File: src/rtl/reloc_unit.sv
module reloc_unit #(
  parameter int PA_W = 22
) (
  input  logic            clk,
  input  logic            rst_n,
  input  logic            sys_reset,
  input  logic            user_mode,
  input  logic [15:0]     va,
  output logic [PA_W-1:0] pa,
  output logic            io_sel,
  input  logic            reg_wr,
  input  logic [4:0]      reg_addr,
  input  logic [15:0]     reg_wdata,
  output logic [15:0]     reg_rdata
);

  localparam logic [4:0]      CTRL_ADDR = 5'd16;
  localparam logic [PA_W-1:0] IO_BASE   = {PA_W{1'b1}} << 13;

  logic [15:0]     base_q [16];
  logic            reloc_on;
  logic [2:0]      page;
  logic [15:0]     sel_base;
  logic [PA_W-1:0] mapped;
  logic [PA_W-1:0] direct;

  // Page registers and the enable bit
  always_ff @(posedge clk or negedge rst_n) begin
    if (!rst_n) begin
      for (int i = 0; i < 16; i++) base_q[i] <= '0;
      reloc_on <= 1'b0;
    end else begin
      if (reg_wr && !reg_addr[4]) base_q[reg_addr[3:0]] <= reg_wdata;
      if (sys_reset)
        reloc_on <= 1'b0;
      else if (reg_wr && reg_addr == CTRL_ADDR)
        reloc_on <= reg_wdata[0];
    end
  end

  assign page     = va[15:13];
  assign sel_base = base_q[{user_mode, page}];
  assign mapped   = PA_W'({sel_base, 6'b0}) + PA_W'(va[12:0]);

  generate
    if (PA_W > 16) begin : g_wide
      assign direct = {{(PA_W-16){page == 3'd7}}, va};
    end else begin : g_narrow
      assign direct = va;
    end
  endgenerate

  assign pa     = reloc_on ? mapped : direct;
  assign io_sel = &pa[PA_W-1:13];

  always_comb begin
    reg_rdata = '0;
    if (!reg_addr[4])
      reg_rdata = base_q[reg_addr[3:0]];
    else if (reg_addr == CTRL_ADDR)
      reg_rdata = {15'b0, reloc_on};
  end

  assert_low_clear_R2: assert property (@(posedge clk) disable iff (!rst_n)
    (!reloc_on && va[15:13] != 3'd7) |-> (pa == PA_W'(va)));

  assert_top_fill_R3: assert property (@(posedge clk) disable iff (!rst_n)
    (!reloc_on && va[15:13] == 3'd7) |-> (pa >= IO_BASE && pa[12:0] == va[12:0]));

  assert_io_window_R6: assert property (@(posedge clk) disable iff (!rst_n)
    io_sel == (pa >= IO_BASE));

  assert_ctrl_write_R7: assert property (@(posedge clk) disable iff (!rst_n)
    (reg_wr && reg_addr == CTRL_ADDR && !sys_reset) |=> (reg_rdata[0] == $past(reg_wdata[0]) || reg_addr != CTRL_ADDR));

  assert_bus_reset_R8: assert property (@(posedge clk) disable iff (!rst_n)
    sys_reset |=> !reloc_on);

  assert_bank_hold_R8: assert property (@(posedge clk) disable iff (!rst_n)
    (!reg_wr && sys_reset) |=> $stable(base_q[{user_mode, va[15:13]}]) || $changed(user_mode) || $changed(va[15:13]));

endmodule

File: config.mk
export PLATFORM = sky130hd
export DESIGN_NAME = reloc_unit
export DESIGN_NICKNAME = d
export VERILOG_FILES = /design/src/rtl/reloc_unit.sv
export SDC_FILE = /design/constraint.sdc
export NUM_CORES = 1
export LEC_CHECK = 0
export BUFFER_PORTS_ARGS = -buffer_cell sky130_fd_sc_hd__buf_2
export CAP_MARGIN = 20
export CORE_MARGIN = 4
export CORE_UTILIZATION = 50
export CTS_BUF_LIST = sky130_fd_sc_hd__clkbuf_8
export DETAILED_ROUTE_END_ITERATION = 12
export MAX_ROUTING_LAYER = met4
export PLACE_DENSITY_LB_ADDON = 0.3
export SETUP_SLACK_MARGIN = 0.15
export SLEW_MARGIN = 20
export SYNTH_ARGS = -nofsm -noshare
export SYNTH_HDL_FRONTEND = slang
export SYNTH_SLANG_ARGS = --single-unit
File: constraint.sdc
create_clock -name clk -period 9 [get_ports clk]
set_input_delay 1.8 -clock clk [delete_from_list [all_inputs] [get_ports clk]]
set_output_delay 1.8 -clock clk [all_outputs]
set_load 0.005 [all_outputs]
==> metrics.txt <==
Fin. Hold Viols 0; commonest non-fill, non-tap cell in the layout mux2_2; Fin Clk Skew 0 ns; Initial DRC Count 745; sw power 0.9163 mW; Die ar. 31,480 um^2; Final period util 82.84%; Worst Hold Endpoint base_q[216]; largest net degree at the start of global routing 133; max incr delay on CP 0.53 ns; first-pass GRT wire length 55.98 mm; fin crit period 7.456 ns; ys flop type dfrtp_1; Pwr Density 208.9 nW/um^2; Slew @ Worst Pin ~1.2 ns; Clk network pwr share 30.0%; CTS resizes 0; Yosys cell types 51; GRT overflow 0; Reg power frac 46.5%; Synth Register Bits 257; CP bufs+invs 3; Core Region 28,090 um^2; Fillers 2,283; synthesized cell area 14,350 um^2; nets@finish roughly 1,000; Yosys Warn Count 0; Worst EP required roughly 7 ns; Slew HR 21.16%; worst hold path cell count 1; crit path DAT 5.66 ns; Synth Instances 923; Crit. End Element output port; Cell Int Power between 2 and 2.5 mW; DRC Markers 0; Routed Antenna Nets 0; reg2reg path depth 2; Synthesized Nets 973; Setup CP Type primary input to output port; fin. max-slew vios 0; Post-synth EDFFs 0; total power 3.307 mW; register area share after synthesis 44.81%; CP startpoint va[13]; setup bufs post-CTS 0; Worst-path clk slew approximately 0.060 ns; CTS tree built; most frequent cells in the layout mux2_2 (261), dfrtp_1 (257), mux4_2 (144); startpoint types primary input; DR vias 8,765; Max VDD drop approximately 0.087 mV; ratio of cells with drive above 1 in the final layout 56.08%; sw frac between 20% and 30%; min-delay worst type flop to flop; vias in the first global route 9,087; HP Start base_q[216]; IO Pins 81; TritonCTS Buffers 44; status finished clean; Crit Reg-Reg Startpoint reloc_on; Max Cap Viol 0; Worst R2R Setup Slack 7.85 ns; wire length per cell 26.12 um; Final GP Congestion 0.8168; Layout area overhead 10.28%; part of the power in combinational logic 23.5%; Clock Path Buffers 3; RR Endpoint reloc_on; critical path's slowest cell mux4_2; Max Clk Rate 134.1 MHz; total routed wirelength 36.16 mm; worst skew pair latency 0.53 ns; CTS Sinks 257; first drt pass iteration count 5; starting density of the core 51.10%; Die Y 177.4 um; row count 61; final setup vio count 0; port bufs 68; Async SR Flop Fraction 100.0%; Detail Placement HPWL 21.49 mm; # hold bufs at CTS 0; root buffer cell clkbuf_8; Die X 177.4 um; initial antenna violation count 2; mean cell area of the mapped netlist 15.55 um^2; H-tree Lvls 2; CP delay by family, top compound AO/OA/AOI/OAI gates; CP cell instances buf_4 -> buf_4 -> mux4_2 -> mux4_2 -> ha_1 -> o21ai_0 -> o21ai_0 -> nand2_1 -> o211a_1 -> o311ai_1 -> nor3_2 -> buf_2; vias per inst 6.333; worst-path fanout max 28; global-route usage over all layers 24.43%; leakage power approximately 6.9 nW; Setup Total Neg Slack 0 ns; unrepaired setup endpoints after global routing false
power by group through the flow:
stage,clock network (mW),registers [mW],logic (mW)
6_report,0.992,1.54,0.777
5_1_grt,1.07,1.57,0.842
4_1_cts,1.01,1.53,0.780
3_5_place_dp,0,1.55,0.778
3_3_place_gp,0,1.55,0.759
2_1_floorplan,0,1.50,0.615
routing by layer:
layer  track usage [%]  vias to the layer above  part of all wire, %
li1                  -                     3725                    -
met1             32.82                     4695                   42
met2             38.65                      278                   49
met3             5.177                       67                  6.9
met4             6.188                        0                  2.3
met5                 -                        -                    0
cells in the mapped netlist (2+ instances only):
library cell,instances,area [um^2]
o21ai_0,5,25.02
and2_1,3,18.77
a22o_1,2,17.52
nor3b_1,2,15.01
nor2_1,16,60.06
mux2i_1,10,100.1
buf_1,12,45.04
mux4_2,144,3243
nand3_1,2,10.01
mux2_2,261,2939
buf_2,13,65.06
dfrtp_1,257,6431
a21oi_1,6,30.03
a22oi_1,5,37.54
inv_1,3,11.26
a221oi_1,4,35.03
buf_6,2,22.52
ha_1,7,87.58
buf_4,6,45.04
nand2_1,28,105.1
nor3_1,7,35.03
nand4_1,6,37.54
nor2b_1,25,156.4
mux4_1,7,183.9
and3_1,2,12.51
o211ai_1,2,15.01
a21o_1,3,22.52
a221o_1,2,20.02
buf_12,2,40.04
clkbuf_1,49,183.9
xnor2_1,8,70.07
a41oi_1,2,17.52
xor2_1,2,17.52
cells by family (layout without fill, tap and decap cells):
family	Yosys count	in the layout	synth area share [%]
buffers and inverters	87	168	2.877
adder cells (fa/ha/maj)	8	8	0.7498
flip-flops	257	257	44.81
multiplexers	423	423	45.16
AO/OA/AOI/OAI	40	40	2.223
AND/OR/NAND/NOR	98	98	3.566
XOR/XNOR	10	10	0.6103
other	0	2	0
worst register-to-register path, stage by stage, from the launching register on:
cell	delay, ns
dfrtp_1	0.80
mux2i_1	0.17
nor2_1	0.11
layout make-up:
type / count / area (um^2) / share of cell area [%]
Clock inverter: 21 / 87.58 / 0.5534
Inverter: 3 / 11.26 / 0.07115
Antenna cell: 2 / 5.005 / 0.03162
Clock buffer: 53 / 729.5 / 4.609
Sequential cell: 257 / 6431 / 40.64
Multi-Input combinational cell: 579 / 7538 / 47.63
Timing Repair Buffer: 91 / 550.5 / 3.479
Tap cell: 378 / 473.0 / 2.988
stage by stage:
stage	utilization (%)	cells	hold slack [ns]	cell area, um^2	worst slack, ns
after floorplan	-	923	0.4880	14350	1.437
after global placement	53.32	1307	0.4994	14980	1.594
after detailed placement	53.32	1307	0.5089	14980	1.510
after CTS	56.23	1381	0.5213	15790	1.504
after global routing	56.35	1384	0.5342	15830	1.134
final	56.35	1384	0.5199	15830	1.544
flip-flops by register name (all words and copies together), names as in the netlist:
register,count
reloc_on,1
base_q,256
worst max path at each step:
stage	endpoint	depth (start not counted)	slack (ns)
global placement	io_sel	12	1.59
detailed placement	io_sel	12	1.51
finish	io_sel	12	1.54
CTS	io_sel	12	1.50
floorplan	io_sel	17	1.44
global route	io_sel	12	1.13
No activity file was read; power rests on OpenSTA's default activity.
